## config.mk

```make
export PLATFORM = sky130hd
export DESIGN_NAME = loop_branch_eval
export DESIGN_NICKNAME = d
export VERILOG_FILES = /design/src/rtl/lbe_pkg.sv /design/src/rtl/lbe_loop_end.sv /design/src/rtl/lbe_cond_eval.sv /design/src/rtl/lbe_lsr.sv /design/src/rtl/loop_branch_eval.sv
export SDC_FILE = /design/constraint.sdc
export NUM_CORES = 1
export LEC_CHECK = 0
export ABC_AREA = 1
export ABC_CLOCK_PERIOD_IN_PS = 2100
export BUFFER_PORTS_ARGS = -buffer_cell sky130_fd_sc_hd__buf_2
export CORE_UTILIZATION = 36
export DETAILED_ROUTE_END_ITERATION = 8
export GPL_TIMING_DRIVEN = 1
export SETUP_SLACK_MARGIN = 0.1
export SLEW_MARGIN = 20
export SYNTH_ARGS = -nofsm -noshare
export SYNTH_HDL_FRONTEND = slang
export SYNTH_HIERARCHICAL = 1
export SYNTH_SLANG_ARGS = --single-unit
```

## constraint.sdc

```tcl
create_clock -name clk_i -period 2.1 [get_ports clk_i]
set_input_delay 0.21 -clock clk_i [delete_from_list [all_inputs] [get_ports clk_i]]
set_output_delay 0.21 -clock clk_i [all_outputs]
set_load 0.03 [all_outputs]
```

## src/rtl/lbe_pkg.sv

```systemverilog
package lbe_pkg;
  localparam int unsigned CT_W = 4;

  typedef enum logic [CT_W-1:0] {
    CT_ALWAYS        = 4'd1,
    CT_PRED          = 4'd2,
    CT_NPRED         = 4'd3,
    CT_LEND          = 4'd4,
    CT_NLEND         = 4'd5,
    CT_PRED_OR_LE    = 4'd6,
    CT_NPRED_AND_NLE = 4'd7,
    CT_NPRED_OR_LE   = 4'd14,
    CT_PRED_AND_NLE  = 4'd15
  } ctype_e;
endpackage

```

## src/rtl/lbe_loop_end.sv

```systemverilog
module lbe_loop_end #(
  parameter int unsigned LSR_W   = 64,
  parameter int unsigned LCNT_W  = 32,
  parameter int unsigned ECNT_W  = 8,
  parameter int unsigned VLD_BIT = 37
) (
  input  logic [ECNT_W-1:0] ecnt_i,
  input  logic [LSR_W-1:0]  lsr_i,
  output logic              loop_end_o
);
  localparam logic [LCNT_W-1:0] LCNT_LIM = LCNT_W'(2);

  logic ecnt_zero, lcnt_last, vld;

  always_comb begin
    ecnt_zero  = (ecnt_i == '0);
    lcnt_last  = (lsr_i[LCNT_W-1:0] < LCNT_LIM);
    vld        = lsr_i[VLD_BIT];
    loop_end_o = ecnt_zero & lcnt_last & vld;
  end
endmodule

```

## src/rtl/lbe_cond_eval.sv

```systemverilog
module lbe_cond_eval
  import lbe_pkg::*;
(
  input  logic [CT_W-1:0] cond_type_i,
  input  logic            pred_i,
  input  logic            loop_end_i,
  output logic            taken_o,
  output logic            unsup_o
);
  logic pterm;

  always_comb begin
    unsup_o = 1'b0;
    // predicate polarity, then merged with loop end
    pterm   = (cond_type_i == CT_NPRED) || (cond_type_i == CT_NPRED_AND_NLE) ||
              (cond_type_i == CT_NPRED_OR_LE) ? ~pred_i : pred_i;
    case (cond_type_i)
      CT_ALWAYS:                   taken_o = 1'b1;
      CT_PRED, CT_NPRED:           taken_o = pterm;
      CT_LEND:                     taken_o = loop_end_i;
      CT_NLEND:                    taken_o = ~loop_end_i;
      CT_PRED_OR_LE,
      CT_NPRED_OR_LE:              taken_o = pterm | loop_end_i;
      CT_NPRED_AND_NLE,
      CT_PRED_AND_NLE:             taken_o = pterm & ~loop_end_i;
      default: begin
        taken_o = 1'b0;
        unsup_o = 1'b1;
      end
    endcase
  end
endmodule

```

## src/rtl/lbe_lsr.sv

```systemverilog
module lbe_lsr #(
  parameter int unsigned LSR_W  = 64,
  parameter int unsigned LCNT_W = 32
) (
  input  logic             clk_i,
  input  logic             rst_ni,
  input  logic             load_i,
  input  logic [LSR_W-1:0] wdata_i,
  input  logic             commit_i,
  input  logic             dec_i,
  output logic [LSR_W-1:0] lsr_o
);
  localparam int unsigned HI_W = LSR_W - LCNT_W;

  logic [LSR_W-1:0]  lsr_q;
  logic [LCNT_W-1:0] lcnt_nxt;

  always_comb begin
    lcnt_nxt = lsr_q[LCNT_W-1:0];
    if (dec_i && lsr_q[LCNT_W-1:0] != '0) lcnt_nxt = lsr_q[LCNT_W-1:0] - LCNT_W'(1);
  end

  always_ff @(posedge clk_i or negedge rst_ni) begin
    if (!rst_ni)                lsr_q <= '0;
    else if (load_i)            lsr_q <= wdata_i;
    else if (commit_i && dec_i) lsr_q <= {lsr_q[LSR_W-1:LCNT_W], lcnt_nxt};
  end

  assign lsr_o = lsr_q;

  AST_LCNT_NO_WRAP: assert property (@(posedge clk_i) disable iff (!rst_ni)
    (!load_i && lsr_q[LCNT_W-1:0] == '0) |=> (lsr_q[LCNT_W-1:0] == '0));
  AST_UPPER_HOLD: assert property (@(posedge clk_i) disable iff (!rst_ni)
    !load_i |=> $stable(lsr_q[LSR_W-1:LSR_W-HI_W]));
  AST_IDLE_HOLD: assert property (@(posedge clk_i) disable iff (!rst_ni)
    (!load_i && !commit_i) |=> $stable(lsr_q));
endmodule

```

## src/rtl/loop_branch_eval.sv

```systemverilog
module loop_branch_eval
  import lbe_pkg::*;
#(
  parameter int unsigned LSR_W   = 64,
  parameter int unsigned LCNT_W  = 32,
  parameter int unsigned ECNT_W  = 8,
  parameter int unsigned VLD_BIT = 37
) (
  input  logic              clk_i,
  input  logic              rst_ni,
  input  logic [CT_W-1:0]   cond_type_i,
  input  logic              pred_i,
  input  logic [ECNT_W-1:0] ecnt_i,
  input  logic              commit_i,
  input  logic              dec_on_taken_i,
  input  logic              dec_on_not_taken_i,
  input  logic              lsr_load_i,
  input  logic [LSR_W-1:0]  lsr_wdata_i,
  output logic              taken_o,
  output logic              unsupported_o,
  output logic [LSR_W-1:0]  lsr_o
);
  logic [LSR_W-1:0] lsr_q;
  logic             loop_end;
  logic             dec_sel;

  lbe_loop_end #(
    .LSR_W(LSR_W), .LCNT_W(LCNT_W), .ECNT_W(ECNT_W), .VLD_BIT(VLD_BIT)
  ) u_loop_end (
    .ecnt_i    (ecnt_i),
    .lsr_i     (lsr_q),
    .loop_end_o(loop_end)
  );

  lbe_cond_eval u_cond (
    .cond_type_i(cond_type_i),
    .pred_i     (pred_i),
    .loop_end_i (loop_end),
    .taken_o    (taken_o),
    .unsup_o    (unsupported_o)
  );

  assign dec_sel = (dec_on_taken_i & taken_o) | (dec_on_not_taken_i & ~taken_o);

  lbe_lsr #(.LSR_W(LSR_W), .LCNT_W(LCNT_W)) u_lsr (
    .clk_i   (clk_i),
    .rst_ni  (rst_ni),
    .load_i  (lsr_load_i),
    .wdata_i (lsr_wdata_i),
    .commit_i(commit_i),
    .dec_i   (dec_sel),
    .lsr_o   (lsr_q)
  );

  assign lsr_o = lsr_q;

  AST_UNSUP_NOT_TAKEN: assert property (@(posedge clk_i) disable iff (!rst_ni)
    unsupported_o |-> !taken_o);
  AST_UNCOND_TAKEN: assert property (@(posedge clk_i) disable iff (!rst_ni)
    (cond_type_i == CT_ALWAYS) |-> taken_o);
  AST_LEND_TRACK: assert property (@(posedge clk_i) disable iff (!rst_ni)
    (cond_type_i == CT_LEND) |-> (taken_o == loop_end));
  AST_NLEND_TRACK: assert property (@(posedge clk_i) disable iff (!rst_ni)
    (cond_type_i == CT_NLEND) |-> (taken_o != loop_end));
endmodule

```

After elaboration in Yosys (flattened, before gate mapping):

Cells that the tools add are included.

* $add $sub $neg: 1
* multipliers: 0
* div/mod/pow operators: 0
* magnitude comparators: 1
* equality and inequality tests: 9
* shifts and indexed selects: 0
* muxes and demuxes: 6
* bitwise logic cells: 10
* reductions and logical operators: 13

Operators with widths (number)
* 32-bit 2-to-1 mux: 2
* 64-bit 2-to-1 mux: 1
* 32-bit by 2-bit < comparator with 1-bit output, second input constant: 1
* 32-bit nonzero test: 1
* 32-bit by 1-bit subtractor with 32-bit output, second input constant: 1
* 4-bit by 3-bit equality test with 1-bit output, second input constant: 4
* 9-bit OR reduction: 1
* 4-bit by 2-bit equality test with 1-bit output, second input constant: 2
* 4-bit equality test, second input constant: 2
* 8-bit zero test: 1
* 1-bit one-hot mux with 6 select lines: 1
* 2-bit OR reduction: 3
* 1-bit bitwise AND: 5
* 4-bit by 1-bit equality test with 1-bit output, second input constant: 1
* 2-bit nonzero test: 2
* 1-bit NOT: 3
* 1-bit logical AND: 2
* 1-bit logical OR: 2
* 1-bit 2-to-1 mux: 2
* 1-bit bitwise OR: 2
* 2-bit AND reduction: 1

* flip-flop bits (word level): 64
* bits in latches: 0
* RAM bits: 0
* ROM bits: 0
* bits of input ports: 83
* output and inout bits: 66
* word-level logic and storage cells: 42
* memories: 0

Logic depth before layout (Yosys ltp):

Gate-level depths: netlist (run 1).

* word-level depth: 13
* gate-level depth with buffers: 22
* gate-level depth less buffers: 22

By module:

The synthesis (run 1) kept the hierarchy.

By module, submodules not included
* lbe_lsr: times used 1, cells an instance 542, area each 3724.8 um^2, sequential area each 1601.5 um^2
* lbe_loop_end: times used 1, cells an instance 37, area each 146.4 um^2, sequential area each 0.0 um^2
* lbe_cond_eval: times used 1, cells an instance 33, area each 138.9 um^2, sequential area each 0.0 um^2
* loop_branch_eval: times used 1, cells an instance 4, area each 15.0 um^2, sequential area each 0.0 um^2

Worst setup path after synthesis (run 1):

OpenSTA, ideal clock, no wires.

* path kind: reg2reg
* from: register u_lsr.lsr_q[3], in the netlist u_lsr/lsr_o[3]
* to: register u_lsr.lsr_q[23], in the netlist u_lsr/lsr_o[23]
* library setup time: 0.069 ns
* arrival: 2.402 ns
* required time: 2.031 ns
* slack: -0.371 ns
* cell stages (with the launch flop): 22
* buffers on the path: 0
* clock period less this slack: 2.471 ns
* path through: dfrtp_1 -> nor2_1 -> nand3b_1 -> nor2_1 -> nand2_1 -> nor2_1 -> nand2_1 -> inv_1 -> nor2_1 -> a21oi_1 -> nand2_1 -> inv_1 -> nand2_1 -> inv_1 -> nand2_1 -> nand2_1 -> nand2_1 -> inv_1 -> nand2_4 -> nor2_1 -> nand2_1 -> nand3_1

* longest elaborated chain between the ends: 12
* elaborated cells between the ends (all ways): 21
* those cells by class: add/sub: 1; order compare: 1; mux: 4; bitwise: 9; reduce/logical: 6

Ends and longest elaborated chain
* start: declaration: line lbe_lsr.sv:15 `logic [LSR_W-1:0] lsr_q;`
* start signal: assignment: line lbe_lsr.sv:25 `else if (load_i) lsr_q <= wdata_i;`
* start signal: assignment: line lbe_lsr.sv:26 `else if (commit_i && dec_i) lsr_q <= {lsr_q[LSR_W-1:LCNT_W], lcnt_nxt};`
* 32-bit by 2-bit < comparator with 1-bit output (*): line lbe_loop_end.sv:17 `lcnt_last = (lsr_i[LCNT_W-1:0] < LCNT_LIM);`
* 1-bit bitwise AND (*) (2 in series): line lbe_loop_end.sv:19 `loop_end_o = ecnt_zero & lcnt_last & vld;`
* via loop_end: line loop_branch_eval.sv:24 `logic loop_end;`
* 1-bit NOT: line lbe_cond_eval.sv:21, lbe_cond_eval.sv:25
* 1-bit bitwise AND: line lbe_cond_eval.sv:25 `CT_PRED_AND_NLE: taken_o = pterm & ~loop_end_i;`
* 1-bit one-hot mux with 6 select lines (*): line lbe_cond_eval.sv:17 `case (cond_type_i)`
* via taken_o: line loop_branch_eval.sv:19 `output logic taken_o,`
* 1-bit NOT: line loop_branch_eval.sv:43 `assign dec_sel = (dec_on_taken_i & taken_o) | (dec_on_not_taken_i & ~taken_o);`
* 1-bit bitwise AND: line loop_branch_eval.sv:43
* 1-bit bitwise OR (*): line loop_branch_eval.sv:43
* via dec_sel: line loop_branch_eval.sv:25 `logic dec_sel;`
* 1-bit logical AND, on equally long branches: line lbe_lsr.sv:20, lbe_lsr.sv:26
* 2-bit nonzero test (no source line)
* 2-bit AND reduction (no source line) (*)

Mark *: on every way through the listed nets, which the timed path passes. The rest lies on a longest branch. The select of a mux whose other input is x is not followed.
A chain may end at the register's enable or synchronous reset.

Worst setup path after layout (run 1):

* from: register u_lsr.lsr_q[2], in the netlist u_lsr/lsr_o[2]
* to: register u_lsr.lsr_q[4], in the netlist u_lsr/lsr_o[4]

* longest elaborated chain between the ends: 12
* elaborated cells between the ends (all ways): 21
* those cells by class: add/sub: 1; order compare: 1; mux: 4; bitwise: 9; reduce/logical: 6

Ends and longest elaborated chain (line)
* 32-bit by 2-bit < comparator with 1-bit output (*): lbe_loop_end.sv:17
* 1-bit bitwise AND (*) (2 in series): lbe_loop_end.sv:19
* via loop_end: loop_branch_eval.sv:24
* 1-bit NOT: lbe_cond_eval.sv:21, lbe_cond_eval.sv:25
* 1-bit bitwise AND: lbe_cond_eval.sv:25
* 1-bit one-hot mux with 6 select lines (*): lbe_cond_eval.sv:17
* 1-bit NOT: loop_branch_eval.sv:43
* 1-bit bitwise AND: loop_branch_eval.sv:43
* 1-bit bitwise OR (*): loop_branch_eval.sv:43
* via dec_sel: loop_branch_eval.sv:25
* 1-bit logical AND, on equally long branches: lbe_lsr.sv:20, lbe_lsr.sv:26
* 2-bit nonzero test (no source line)
* 2-bit AND reduction (no source line) (*)

Marked as above.

==> impl_metrics.toml, run 1 <==
[floorplanning]
die_x_um = 108
die_area_um2 = 11600
core-area_um2 = 10900
start_util_pct = 37.0
rows = 38
io_pins = 149
die_h_um = 108

[setup_path]
cp_top_family = "simple AND/OR/NAND/NOR gates"
criticalPathCategory = "register to register"
cp-end-kind = "register"
required_ns = 2.34
max_stage_delay_ns = 0.40
cp_common_cell = "nand2_1"
cpMaxStageDelayCell = "dfrtp_2"
crit_chain = "nor2_1 > nand3b_1 > nor2_1 > nand2_1 > nor2_2 > nand2_1 > inv_1 > nor2_1 > a21oi_1 > nand2_1 > inv_2 > nand2_4 > nand2_2 > nand2_1 > nand2_2 > inv_2 > nand2_4 > nand2_8 > clkbuf_16 > nand2_4 > o21ai_2"
worst-path-buf-inv = 4
cp.arrival_ns = 2.66
critPathMaxFanout = 6
crit_path_start_kind = "register"

[job]
drv_cap = 0

[layout]
largest_reg_flops = 64
diodes = 0
fin_util_pct = 53.3
nNetsFinal = 898
final_cell_area_um2 = 5810
area.sequential_um2 = 1640
multiInputGateArea_um2 = 2340
drive_gt1_share_pct = 38.8
syn_to_final_growth_pct = 44.2
fillCellCount = 1069

[drt]
routed_wl_um = 13500
drcViolationCount = 0
dr.pass1.iters = 5
drtIter0Drc = 372
post_drt_wl_per_cell_um = 14.1
drtAntennaViolNets = 0
drt-vias-per-instance = 4.80
vias = 4599

[yosys]
avgSynthCellArea_um2 = 6.53
synth_top_area_share_pct = 39.8
ys_async_sr_fraction_pct = 100
syn-num-nets = 700
yosysTopAreaCell = "dfrtp_1"
synthAdderAreaFrac_pct = 0.311
ys_top_cells_by_count = "nand2_1, nor2_1, dfrtp_1, nand3_1, inv_1"
synth-edff-count = 0
synthMuxAreaShare_pct = 0
yosys_warnings = 6
synthTopCellsByArea = "dfrtp_1, nand2_1, nor2_1"
synth_compound_gate_area_share_pct = 4.35
yosys.cell_types.count = 30
yosys_most_used_dff = "dfrtp_1"
syn_area_um2 = 4030
synth_xor_area_share_pct = 2.61
synth_top_family_by_area = "simple AND/OR/NAND/NOR gates"
synthSimpleGateAreaFrac_pct = 46.0
yosysMostFrequentCell = "nand2_1"
synth_cells = 616
seq_area_frac_synth_pct = 39.8
synth_seq_cells = 64

[sta]
fmax_ghz = 0.413
skew_ns = 0.00801
hold_slack_ns = 0.0512
slew-limit-headroom_pct = 65.3
setup_violations = 33
drv_slew = 0
min_period_ns = 2.42
rsz0062_at_grt = "yes"
setup_slack_ns = -0.322
hold_viol = 0
fin_crit_sh_pct = 115
worst_pin_slew_ns = 0.520

[global_routing]
use_met2_pct = 37.9
use_met3_pct = 6.17
grtUsageTotal_pct = 23.4
grt_max_degree = 47
grt_pass1_vias = 4275
grt-ovfl-total = 0
grt.busiest_layer = "met2"
grt_pass1_wl_um = 20800
grt_antenna_before_repair = 1
grtUsageMet1_pct = 30.2

[power]
peakVddDrop_mv = 0.371
powerDensity_nw_per_um2 = 746
p_leak_nw = 3.17
power_w = 0.00433

[placed_design]
place_congestion = 0.873
dp_slack_ns = -0.215
place_area_um2 = 5300
dp_hpwl_um = 10000
portBuffers = 148

[status]
violations = "negative setup slack"
status = "finished, violations left"

[clock_tree]
clkLatencyLatePin_ns = 0.35
clk_path_buf_depth = 2
clk_pin_slew_ns = 0.08
numCtsBuffers = 9
cts_tree = "yes"
cts_root_buf = "clkbuf_8"
cts_max_level = 3
cts.sinks = 64

[worst_hold_path]
hp-class = "primary input to register"
## cell type report
cell class,instances,share of cell area [%]
Multi-Input combinational cell,486,40.4
Sequential cell,64,28.3
Timing Repair Buffer,205,21.7
Inverter,48,3.23
Tap cell,140,3.02
Clock buffer,10,2.20
Clock inverter,6,1.19
## report_power, final
group          leakage (nW)  switching (W)  total [W]  internal (W)
registers             0.748      0.0000843    0.00148       0.00140
logic                  2.33        0.00116    0.00178      0.000623
clock network        0.0851       0.000519    0.00107      0.000552
## placed cells by master, fill, tap and decap left out, types with 5 or more instances in the layout
| cell type | synthesis | layout |
|---|---|---|
| nor2_1 | 85 | 80 |
| xor2_1 | 8 | 8 |
| o21ai_0 | 11 | 11 |
| nand2_4 | 2 | 15 |
| buf_4 | 1 | 50 |
| clkbuf_8 | 0 | 9 |
| nor3_1 | 5 | 5 |
| nor2_2 | 6 | 9 |
| inv_1 | 45 | 42 |
| inv_2 | 1 | 5 |
| nor2_4 | 3 | 5 |
| dfrtp_2 | 0 | 31 |
| nand3_2 | 0 | 7 |
| dfrtp_1 | 64 | 33 |
| o21ai_2 | 10 | 9 |
| buf_2 | 4 | 147 |
| nand2_1 | 277 | 254 |
| nand3_1 | 56 | 49 |
| nand2_2 | 3 | 12 |
## worst register-to-register path, stage by stage, from the launching register on
cell and delay, ns:
dfrtp_2 0.40, nor2_1 0.10, nand3b_1 0.11, nor2_1 0.11, nand2_1 0.10, nor2_2 0.15, nand2_1 0.06, inv_1 0.09
nor2_1 0.06, a21oi_1 0.13, nand2_1 0.08, inv_2 0.07, nand2_4 0.06, nand2_2 0.05, nand2_1 0.05, nand2_2 0.07
inv_2 0.04, nand2_4 0.11, nand2_8 0.13, clkbuf_16 0.22, nand2_4 0.06, o21ai_2 0.05
## path summary, 6_finish.rpt
check | end | slack [ns] | cells past startpoint | startpoint
max reg2reg | u_lsr/lsr_o[4] | -0.32 | 21 | u_lsr/lsr_o[2]
min | u_lsr/lsr_o[47] | 0.05 | 3 | lsr_wdata_i[47]
max in group asynchronous | u_lsr/lsr_o[21] | 1.01 | 3 | rst_ni
max | u_lsr/lsr_o[4] | -0.32 | 21 | u_lsr/lsr_o[2]
min reg2reg | u_lsr/lsr_o[58] | 0.47 | 2 | u_lsr/lsr_o[58]
min in group asynchronous | u_lsr/lsr_o[58] | 0.36 | 2 | rst_ni
## per-stage QoR
stage	TNS [ns]	instances
3_3_place_gp	-4.29	933
2_1_floorplan	-2.68	616
6_report	-8.63	959
4_1_cts	-5.48	956
3_5_place_dp	-5.83	933
5_1_grt	-15.20	959
## cells by family after synthesis
group,count (synthesis)
and+or+nand+nor,446
buffers and inverters,66
DFF,64
AOI/OAI and AO/OA,27
xor gates and xnor gates,12
adders and majority gates,1
## what timing repair did
item                                    CTS  global route
pin swaps                                 3             5
hold buffers                              1             0
buffers inserted                          5             1
gates resized for setup                  20            25
cloned                                    1             2
endpoints found under the hold margin    22             0
endpoints found under the setup margin   33            33
## layer usage
metal | vias to the layer above | routed length [um]
met5 | - | 13
li1 | 2299 | -
met1 | 2069 | 5990
met3 | 22 | 1060
met4 | 2 | 235
met2 | 207 | 6200
(Power assumes the default switching activity.)
==> inputs of run 2 (changes only) <==
--- a/config.mk
+++ b/config.mk
@@ -9,11 +9,10 @@
 export ABC_CLOCK_PERIOD_IN_PS = 2100
 export BUFFER_PORTS_ARGS = -buffer_cell sky130_fd_sc_hd__buf_2
 export CORE_UTILIZATION = 36
+export CTS_CLUSTER_SIZE = 8
 export DETAILED_ROUTE_END_ITERATION = 8
-export GPL_TIMING_DRIVEN = 1
 export SETUP_SLACK_MARGIN = 0.1
 export SLEW_MARGIN = 20
 export SYNTH_ARGS = -nofsm -noshare
 export SYNTH_HDL_FRONTEND = slang
-export SYNTH_HIERARCHICAL = 1
 export SYNTH_SLANG_ARGS = --single-unit
==> impl_metrics.toml, run 2 <==
[setup_path]
cp.arrival_ns = 2.30
criticalPathCategory = "register to register"
cp-end-kind = "register"
critPathMaxFanout = 7
r2r_slack_ns = 0.03
crit_path_start_kind = "register"
required_ns = 2.33

[drt]
routed_wl_um = 12600
drtAntennaViolNets = 0
post_drt_wl_per_cell_um = 13.3
drcViolationCount = 0
drtIter0Drc = 294
vias = 4544
dr.pass1.iters = 6
drt-vias-per-instance = 4.79

[worst_hold_path]
hp-class = "primary input to register"

[floorplanning]
core-area_um2 = 10400
rows = 37
die_area_um2 = 11200
die_x_um = 106
io_pins = 149
start_util_pct = 37.5
die_h_um = 106

[sta]
rsz0062_at_grt = "yes"
setup_violations = 0
fmax_ghz = 0.483
drv_slew = 0
min_period_ns = 2.07
finalSetupTns_ns = 0
worst_pin_slew_ns = 0.735
fin_crit_sh_pct = 98.6
hold_viol = 0
hold_slack_ns = 0.0657
skew_ns = 0.0132
slew-limit-headroom_pct = 50.9

[global_routing]
grt-ovfl-total = 0
grt_pass1_wl_um = 19900
grt_antenna_before_repair = 0
use_met2_pct = 36.3
grtUsageMet1_pct = 29.5
grt_max_degree = 76
use_met3_pct = 5.01
grtUsageTotal_pct = 22.0
grt_pass1_vias = 4269
grt.busiest_layer = "met2"

[power]
peakVddDrop_mv = 0.445
power_w = 0.00470
seqPwrFrac_pct = 32.3
clkPwrFrac_pct = 29.1
p_sw_share_pct = 37.6
combPwrFrac_pct = 38.5
p_leak_nw = 3.30
powerDensity_nw_per_um2 = 790
internal_power_w = 0.00293
p_switching_w = 0.00177

[yosys]
yosys_warnings = 0
synth_seq_cells = 64
syn_area_um2 = 3880
synth_top_area_share_pct = 41.2
avgSynthCellArea_um2 = 6.62
yosysMostFrequentCell = "nand2_1"
syn-num-nets = 672
seq_area_frac_synth_pct = 41.2
synth_cells = 587
yosys_most_used_dff = "dfrtp_1"
yosys.cell_types.count = 30
ys_top_cells_by_count = "nand2_1, dfrtp_1, nand3_1, nor2_1, inv_1"
synthTopCellsByArea = "dfrtp_1, nand2_1, nand3_1"
yosysTopAreaCell = "dfrtp_1"
ys_async_sr_fraction_pct = 100
synth-edff-count = 0

[layout]
fin_util_pct = 57.3
nNetsFinal = 892
final_cell_mix = "nand2_1, buf_2, buf_4, nand3_1, inv_1"
drive_gt1_share_pct = 40.5
syn_to_final_growth_pct = 53.0
diodes = 0
instances_no_fill = 948
mostFrequentLayoutCell = "nand2_1"
largest_reg_flops = 64
fillCellCount = 1044

[clock_tree]
numCtsBuffers = 9
clk_path_buf_depth = 2
cts_tree = "yes"
cts.sinks = 64
cts_max_level = 3
clk_pin_slew_ns = 0.08
cts_root_buf = "clkbuf_8"
clkLatencyLatePin_ns = 0.34

[placed_design]
portBuffers = 148
place_congestion = 0.857
dp_hpwl_um = 8610
placed_cells = 913

[job]
drv_cap = 0

[status]
status = "complete, no violations"
[run 2: layout make-up]
type / count / area, um^2 / area share (%)
Multi-Input combinational cell: 456 / 2240 / 37.7
Clock buffer: 10 / 138 / 2.32
Tap cell: 136 / 170 / 2.86
Clock inverter: 6 / 115 / 1.94
Inverter: 46 / 173 / 2.91
Timing Repair Buffer: 230 / 1480 / 24.9
Sequential cell: 64 / 1630 / 27.4
[run 2: repair_timing]
| item | in CTS | in global routing |
|---|---|---|
| cloned | 0 | 6 |
| hold buffers | 1 | 0 |
| pin swaps | 9 | 6 |
| buffers inserted | 8 | 4 |
| gates resized for setup | 39 | 24 |
| setup endpoints to repair | 33 | 33 |
| hold endpoints to repair | 64 | 0 |
[run 2: kinds of logic (layout without fill, tap and decap cells)]
group,after synthesis,count (layout),share of synthesized area [%]
buf+inv,69,292,7.44
flops,64,64,41.2
compound gates,35,35,4.90
xor+xnor,7,7,1.58
simple gates,410,412,44.2
fa+ha+maj,2,2,0.644
[run 2: worst max-delay path, cell delays in order (launching register included)]
cell       delay [ns]
dfrtp_2          0.44
nor2_4           0.14
nand2_2          0.09
nor2_4           0.15
nand3_2          0.09
o21bai_1         0.13
nand2_1          0.10
nor2_4           0.13
nand2_4          0.08
nand2_4          0.07
nand3_4          0.08
buf_12           0.17
clkbuf_16        0.16
nand3_1          0.07
nand2_1          0.07
[run 2: final timing paths]
check,endpoint,cells past startpoint,startpoint
min in group asynchronous,u_lsr.lsr_o[11],3,rst_ni
max,u_lsr.lsr_o[0],14,u_lsr.lsr_o[9]
max in group asynchronous,u_lsr.lsr_o[3],3,rst_ni
min reg2reg,u_lsr.lsr_o[46],2,u_lsr.lsr_o[46]
min,u_lsr.lsr_o[41],3,lsr_wdata_i[41]
max reg2reg,u_lsr.lsr_o[0],14,u_lsr.lsr_o[9]
[run 2: power groups by stage]
stage                     Sequential [W]  Clock (W)  Combinational [W]
after global placement           0.00153          0            0.00158
final                            0.00152    0.00137            0.00181
after global routing             0.00154    0.00144            0.00197
after detailed placement         0.00153          0            0.00160
after floorplan                  0.00190          0           0.000561
after CTS                        0.00151    0.00140            0.00170
[run 2: routing by layer]
layer	routed length (um)	vias to the layer above
met3	895	11
li1	-	2282
met4	128	0
met5	0	-
met2	5850	165
met1	5750	2086
[run 2: through the flow]
| stage | area, um^2 | worst slack (ns) |
|---|---|---|
| final | 5940 | 0.0284 |
| after global routing | 5940 | -0.0761 |
| after CTS | 5680 | 0.0715 |
| after detailed placement | 5230 | -0.0775 |
| after global placement | 5230 | -0.0420 |
| after floorplan | 3920 | 0.115 |
